File: src/rtl/doe_disc_pkg.sv
package doe_disc_pkg;

  typedef enum logic [3:0] {
    ST_IDLE, ST_FETCH0, ST_FETCH1, ST_FETCH2, ST_DECIDE,
    ST_RSP0, ST_RSP1, ST_RSP2, ST_FIN, ST_DISP
  } rsp_state_e;

  typedef struct packed {
    logic [7:0]  nxt;
    logic [7:0]  otype;
    logic [15:0] vid;
  } disc_entry_t;

  // header dword 0 built from an identifier pair, top byte zero
  function automatic logic [31:0] id_word(input logic [15:0] vid, input logic [7:0] otype);
    return {8'h00, otype, vid};
  endfunction

  // successor index in the discovery chain, 0 closes it
  function automatic logic [7:0] next_index(input logic [7:0] idx, input logic [8:0] count);
    logic [8:0] succ;
    succ = {1'b0, idx} + 9'd1;
    return (succ == count) ? 8'h00 : succ[7:0];
  endfunction

endpackage

File: src/rtl/doe_hdr_match.sv
module doe_hdr_match
  import doe_disc_pkg::*;
#(
  parameter int unsigned PROT_NUM = 2,
  parameter logic [PROT_NUM*24-1:0] PROT_TABLE = '0,
  parameter logic [15:0] DISC_VID = 16'h0001,
  parameter logic [7:0]  DISC_TYPE = 8'h00,
  localparam int unsigned IDW = (PROT_NUM > 1) ? $clog2(PROT_NUM) : 1
) (
  input  logic [31:0]    hdr0_i,
  output logic           disc_hit_o,
  output logic           tab_hit_o,
  output logic [IDW-1:0] tab_idx_o
);

  logic [PROT_NUM-1:0] entry_match;

  for (genvar g = 0; g < PROT_NUM; g++) begin : g_cmp
    assign entry_match[g] = (hdr0_i == {8'h00, PROT_TABLE[g*24 +: 24]});
  end

  assign disc_hit_o = (hdr0_i == id_word(DISC_VID, DISC_TYPE));
  assign tab_hit_o  = !disc_hit_o && (|entry_match);

  // lowest position wins: scan downward so the last write is the smallest
  always_comb begin
    tab_idx_o = '0;
    for (int k = PROT_NUM - 1; k >= 0; k--) begin
      if (entry_match[k]) tab_idx_o = IDW'(k);
    end
  end

endmodule

File: src/rtl/doe_entry_gen.sv
module doe_entry_gen
  import doe_disc_pkg::*;
#(
  parameter int unsigned PROT_NUM = 2,
  parameter logic [PROT_NUM*24-1:0] PROT_TABLE = '0,
  parameter logic [15:0] DISC_VID = 16'h0001,
  parameter logic [7:0]  DISC_TYPE = 8'h00
) (
  input  logic [7:0]  index_i,
  output logic [31:0] entry_o
);

  localparam logic [8:0] PCOUNT = 9'(PROT_NUM + 1);

  disc_entry_t ent;

  always_comb begin
    ent.nxt   = next_index(index_i, PCOUNT);
    ent.vid   = 16'hFFFF;
    ent.otype = 8'hFF;
    if (index_i == 8'd0) begin
      ent.vid   = DISC_VID;
      ent.otype = DISC_TYPE;
    end else begin
      for (int k = 0; k < PROT_NUM; k++) begin
        if ({1'b0, index_i} == 9'(k + 1)) begin
          ent.vid   = PROT_TABLE[k*24 +: 16];
          ent.otype = PROT_TABLE[k*24 + 16 +: 8];
        end
      end
    end
  end

  assign entry_o = ent;

endmodule

File: src/rtl/doe_disc_responder.sv
module doe_disc_responder
  import doe_disc_pkg::*;
#(
  parameter int unsigned ADDR_W = 4,
  parameter int unsigned LEN_W = 18,
  parameter int unsigned PROT_NUM = 2,
  parameter logic [PROT_NUM*24-1:0] PROT_TABLE = {24'h07_1234, 24'h05_ABCD},
  parameter logic [15:0] DISC_VID = 16'h0001,
  parameter logic [7:0]  DISC_TYPE = 8'h00,
  localparam int unsigned IDW = (PROT_NUM > 1) ? $clog2(PROT_NUM) : 1
) (
  input  logic              clk,
  input  logic              rst_n,
  input  logic              start_i,
  input  logic [LEN_W:0]    req_cnt_i,
  output logic              wbuf_rd_o,
  output logic [ADDR_W-1:0] wbuf_addr_o,
  input  logic [31:0]       wbuf_data_i,
  output logic              rbuf_we_o,
  output logic [ADDR_W-1:0] rbuf_addr_o,
  output logic [31:0]       rbuf_data_o,
  output logic              done_o,
  output logic              ok_o,
  output logic              disp_valid_o,
  output logic [IDW-1:0]    disp_idx_o
);

  localparam logic [LEN_W:0] MIN_HDR  = (LEN_W+1)'(2);
  localparam logic [LEN_W:0] DISC_LEN = (LEN_W+1)'(3);

  // decoded object length; field value 0 means the largest object
  function automatic logic [LEN_W:0] obj_len(input logic [LEN_W-1:0] fld);
    return (fld == '0) ? ((LEN_W+1)'(1) << LEN_W) : {1'b0, fld};
  endfunction

  rsp_state_e       state_q, state_d;
  logic [31:0]      hdr0_q;
  logic [LEN_W-1:0] lenf_q;
  logic [LEN_W:0]   cnt_q;
  logic [7:0]       idx_q;
  logic             ok_q;
  logic [IDW-1:0]   disp_q;

  // named internal events
  logic           idle_w, req_taken_w, cnt_ok_w, disc_long_w;
  logic           disc_hit_w, tab_hit_w, go_rsp_w, go_disp_w;
  logic [IDW-1:0] tab_idx_w;
  logic [31:0]    entry_w;
  logic [LEN_W:0] dec_len_w;

  doe_hdr_match #(
    .PROT_NUM(PROT_NUM), .PROT_TABLE(PROT_TABLE),
    .DISC_VID(DISC_VID), .DISC_TYPE(DISC_TYPE)
  ) u_match (
    .hdr0_i(hdr0_q), .disc_hit_o(disc_hit_w),
    .tab_hit_o(tab_hit_w), .tab_idx_o(tab_idx_w)
  );

  doe_entry_gen #(
    .PROT_NUM(PROT_NUM), .PROT_TABLE(PROT_TABLE),
    .DISC_VID(DISC_VID), .DISC_TYPE(DISC_TYPE)
  ) u_entry (
    .index_i(idx_q), .entry_o(entry_w)
  );

  assign idle_w      = (state_q == ST_IDLE);
  assign req_taken_w = idle_w && start_i;
  assign dec_len_w   = obj_len(lenf_q);
  assign cnt_ok_w    = (cnt_q >= MIN_HDR) && (cnt_q == dec_len_w);
  assign disc_long_w = (dec_len_w >= DISC_LEN);
  assign go_rsp_w    = disc_hit_w && cnt_ok_w && disc_long_w;
  assign go_disp_w   = tab_hit_w && cnt_ok_w;

  always_comb begin
    state_d = state_q;
    unique case (state_q)
      ST_IDLE:   if (start_i) state_d = ST_FETCH0;
      ST_FETCH0: state_d = ST_FETCH1;
      ST_FETCH1: state_d = ST_FETCH2;
      ST_FETCH2: state_d = ST_DECIDE;
      ST_DECIDE: state_d = go_rsp_w ? ST_RSP0 : (go_disp_w ? ST_DISP : ST_FIN);
      ST_RSP0:   state_d = ST_RSP1;
      ST_RSP1:   state_d = ST_RSP2;
      ST_RSP2:   state_d = ST_FIN;
      ST_FIN:    state_d = ST_IDLE;
      ST_DISP:   state_d = ST_IDLE;
      default:   state_d = ST_IDLE;
    endcase
  end

  always_ff @(posedge clk or negedge rst_n) begin
    if (!rst_n) begin
      state_q <= ST_IDLE;
      hdr0_q  <= '0;
      lenf_q  <= '0;
      cnt_q   <= '0;
      idx_q   <= '0;
      ok_q    <= 1'b0;
      disp_q  <= '0;
    end else begin
      state_q <= state_d;
      if (req_taken_w)              cnt_q  <= req_cnt_i;
      if (state_q == ST_FETCH1)     hdr0_q <= wbuf_data_i;
      if (state_q == ST_FETCH2)     lenf_q <= wbuf_data_i[LEN_W-1:0];
      if (state_q == ST_DECIDE) begin
        idx_q  <= wbuf_data_i[7:0];
        ok_q   <= go_rsp_w;
        disp_q <= tab_idx_w;
      end
    end
  end

  // write-buffer fetch port
  always_comb begin
    wbuf_rd_o   = 1'b1;
    wbuf_addr_o = '0;
    unique case (state_q)
      ST_FETCH0: wbuf_addr_o = ADDR_W'(0);
      ST_FETCH1: wbuf_addr_o = ADDR_W'(1);
      ST_FETCH2: wbuf_addr_o = ADDR_W'(2);
      default:   wbuf_rd_o   = 1'b0;
    endcase
  end

  // read-buffer response port
  always_comb begin
    rbuf_we_o   = 1'b1;
    rbuf_addr_o = '0;
    rbuf_data_o = '0;
    unique case (state_q)
      ST_RSP0: rbuf_data_o = id_word(DISC_VID, DISC_TYPE);
      ST_RSP1: begin
        rbuf_addr_o = ADDR_W'(1);
        rbuf_data_o = 32'(DISC_LEN);
      end
      ST_RSP2: begin
        rbuf_addr_o = ADDR_W'(2);
        rbuf_data_o = entry_w;
      end
      default: rbuf_we_o = 1'b0;
    endcase
  end

  assign done_o       = (state_q == ST_FIN);
  assign ok_o         = done_o && ok_q;
  assign disp_valid_o = (state_q == ST_DISP);
  assign disp_idx_o   = disp_valid_o ? disp_q : '0;

endmodule

File: config.mk
export PLATFORM = sky130hd
export DESIGN_NAME = doe_disc_responder
export DESIGN_NICKNAME = d
export VERILOG_FILES = /design/src/rtl/doe_disc_pkg.sv /design/src/rtl/doe_hdr_match.sv /design/src/rtl/doe_entry_gen.sv /design/src/rtl/doe_disc_responder.sv
export SDC_FILE = /design/constraint.sdc
export NUM_CORES = 1
export LEC_CHECK = 0
export ABC_AREA = 1
export BUFFER_PORTS_ARGS = -buffer_cell sky130_fd_sc_hd__buf_2
export CAP_MARGIN = 20
export CORE_MARGIN = 8
export CORE_UTILIZATION = 37
export DETAILED_ROUTE_END_ITERATION = 10
export HOLD_SLACK_MARGIN = 0.06
export SLEW_MARGIN = 20
export SYNTH_ARGS = -nofsm -noshare
export SYNTH_HDL_FRONTEND = slang
export SYNTH_SLANG_ARGS = --single-unit
File: constraint.sdc
create_clock -name clk -period 2.65 [get_ports clk]
set_input_delay 0.3975 -clock clk [delete_from_list [all_inputs] [get_ports clk]]
set_output_delay 0.3975 -clock clk [all_outputs]
set_load 0.005 [all_outputs]
==> flow_metrics.py <==
metrics = {
    "logic_synthesis": {
        "ys.warnings.count": 0,
        "yosysMostFrequentCell": "nand2_1",
        "ys_top_cells_by_count": "nand2_1 (155), nor2_1 (85), dfrtp_1 (83)",
        "syn_inst": 550,
        "async_reset_ff_frac": 1.00,
        "synth_area_mm2": 0.00436,
        "synth_cell_types": 36,
        "ys_seq_area_frac": 0.476,
        "synth.avg_cell_area_um2": 7.93,
        "ys_ff_latch": 83,
        "synth_edf_count": 0,
        "ys.flop_type": "dfrtp_1",
        "netlist.area_leader.share": 0.476,
        "ys_top_cells_by_area": "dfrtp_1 (48%), nand2_1 (13%), nor2_1 (7.3%), buf_4 (4.5%), inv_1 (4.1%)",
        "synth_top_area_cell": "dfrtp_1",
    },
    "cts": {
        "post-cts-setup-buffers": 0,
        "clkTransAtPathRegs_ns": 0.06,
        "clock-sinks": 83,
        "cts_resized": 0,
        "cts-buffers-inserted": 9,
        "clk_latency_ns": 0.34,
        "htree_levels": 3,
        "cts_tree": "done",
        "clockBufferDepth": 2,
        "cts_root_buf": "clkbuf_16",
        "cts_hold_buf": 0,
    },
    "placement": {
        "gp_congestion": 0.856,
        "dp.cells": 760,
        "dpl_worst_slack_ns": 0.572,
        "hpwl_mm": 8.43,
        "portBuffers": 95,
        "placed_cell_area_mm2": 0.00482,
    },
    "sta": {
        "setup_tns_ns": 0,
        "hold_viol_final": 0,
        "slew_headroom": 0.631,
        "rsz0062_at_grt": "false",
        "tightestPinTransition_ns": 0.554,
        "drv_slew": 0,
        "hold_ws_ns": 0.0514,
        "finalCritPeriodShare": 0.910,
        "setup_viol": 0,
        "timing.fmax_ghz": 0.414,
        "skew_ns": 0.00558,
        "period_needed_ns": 2.41,
        "worst_slack_ns": 0.237,
    },
    "power_and_ir_drop": {
        "pwr-share-seq": 0.403,
        "sw_frac_of_total": 0.392,
        "comb_power_share": 0.367,
        "powerDensity_mw_per_mm2": 1170,
        "power_leakage_nw": 2.66,
        "p_int_mw": 3.66,
        "power.switching_mw": 2.36,
        "total_power_mw": 6.02,
        "clockPowerShare": 0.230,
        "max-vdd-ir-drop_mv": 0.350,
    },
    "finish": {
        "final_layout_size_suffix_gt1_frac": 0.223,
        "nets": 687,
        "syn_to_final_growth_pct": 18.4,
        "utilization": 0.450,
        "antenna_cells": 0,
        "stdcell_count": 776,
        "final_area_mm2": 0.00516,
        "fill_cells": 1154,
    },
    "grt": {
        "grt-ovfl-total": 0,
        "antenna_found_initial": 0,
        "grtUsageTotal": 0.142,
        "grt_max_degree": 44,
        "grt_pass1_wl_mm": 18.2,
        "grt_pass1_vias": 3839,
    },
    "floorplan": {
        "io_pins": 100,
        "start_util": 0.380,
        "die_y_um": 125,
        "coreArea_mm2": 0.0115,
        "num_rows": 39,
        "die_w_um": 125,
        "dieArea_mm2": 0.0155,
    },
    "worst_setup_path": {
        "crit_path_max_incr_delay_ns": 0.41,
        "start_kind": "flip-flop",
        "timing.critical_path.mode_cell": "inv_2",
        "cp-end-kind": "primary output",
        "crit_slowest_cell": "dfrtp_1",
        "path_max_fanout": 8,
        "path_cells": "nor2_1 > inv_2 > nor2_4 > inv_2 > nor2_2 > inv_2 > nor2_4 > nand2_1 > inv_1 > buf_2",
        "worst_ep_arrival_time_ns": 2.02,
        "cp.required_ns": 2.25,
        "critical_path_class": "flip-flop to primary output",
    },
    "drt": {
        "totalWireLength_mm": 10.7,
        "firstDrtPassIters": 5,
        "ant_nets": 0,
        "vias": 3633,
        "first_iter_violations": 176,
        "post_drt_wl_per_cell_um": 13.8,
        "drc": 0,
        "routed_via_density": 4.68,
    },
    "outcome": {
        "outcome": "finished clean",
    },
    "worst_hold_path": {
        "hold_path.class": "primary input to asynchronous set/reset pin",
    },
    "flow_run": {
        "cap_violations": 0,
    },
}
## per-layer routing
layer / vias to the layer above / track usage / share of wire / wire length, um
met5: - / 0 / 0 / 0
li1: 1840 / - / - / -
met2: 100 / 0.232 / 0.47 / 5020
met4: 0 / 0.0666 / 0.023 / 248
met1: 1674 / 0.168 / 0.44 / 4770
met3: 19 / 0.0434 / 0.064 / 681
## logic make-up after synthesis
kind of cell	count (synthesis)	share of synthesized area
other	1	0.000860
adders and majority gates	5	0.0143
and+or+nand+nor	285	0.276
xor gates and xnor gates	15	0.0301
AOI/OAI and AO/OA	57	0.0686
buffers and inverters	94	0.106
DFF	83	0.476
muxes	10	0.0275
## power groups by stage
| stage | combinational [mW] | clock [mW] | sequential [mW] |
|---|---|---|---|
| 5_1_grt | 2.58 | 1.47 | 2.51 |
| 6_report | 2.21 | 1.38 | 2.43 |
| 3_3_place_gp | 2.17 | 0 | 2.42 |
| 2_1_floorplan | 1.80 | 0 | 2.29 |
| 3_5_place_dp | 2.23 | 0 | 2.45 |
| 4_1_cts | 2.24 | 1.41 | 2.43 |
## sequential cells by signal, summed over array words and instances, names as in the netlist
signal	count
idx_q	8
lenf_q	18
state_q	4
hdr0_q	32
disp_q	1
ok_q	1
cnt_q	19
## worst max-delay path, delay by kind of cell (launching register included)
kind / cells / cell delay, ns
simple gates: 5 / 0.71
flops: 1 / 0.41
buf+inv: 5 / 0.54
## final cells by class
| type | instances | area (um^2) | share of cell area |
|---|---|---|---|
| clock buffers | 11 | 253 | 0.0490 |
| multi-input cells | 376 | 1830 | 0.355 |
| well taps | 143 | 179 | 0.0347 |
| flip-flops and latches | 83 | 2080 | 0.402 |
| repair buffers | 98 | 513 | 0.0994 |
| inverters | 60 | 225 | 0.0436 |
| clock inverters | 5 | 85.1 | 0.0165 |
## final timing paths
path                            startpoint              end  slack (ns)  cells after the start
hold / removal                       rst_n        cnt_q[17]        0.05                      1
min in group clk           wbuf_data_i[21]       hdr0_q[21]        0.26                      3
setup reg to reg                state_q[1]        hdr0_q[7]        0.91                      7
hold reg to reg                 hdr0_q[27]       hdr0_q[27]        0.47                      2
max in group asynchronous            rst_n       hdr0_q[31]        1.99                      2
setup / recovery                state_q[3]  rbuf_data_o[20]        0.24                     10
## layout by cell type (no fill, tap or decap), drive strengths merged, types with 2 or more instances in the layout
master / Yosys / routed
a21oi: 13 / 13
buf: 32 / 98
bufinv: 0 / 2
clkbuf: 2 / 11
clkinv: 0 / 2
conb: 1 / 4
dfrtp: 83 / 83
ha: 5 / 5
inv: 60 / 60
mux2: 10 / 10
nand2: 157 / 157
nand3: 15 / 15
nand4: 10 / 10
nor2: 93 / 93
nor3: 4 / 4
nor3b: 2 / 2
o21ai: 40 / 40
xnor2: 11 / 11
xor2: 4 / 4
Note: power is estimated with default switching activity, not from simulation.
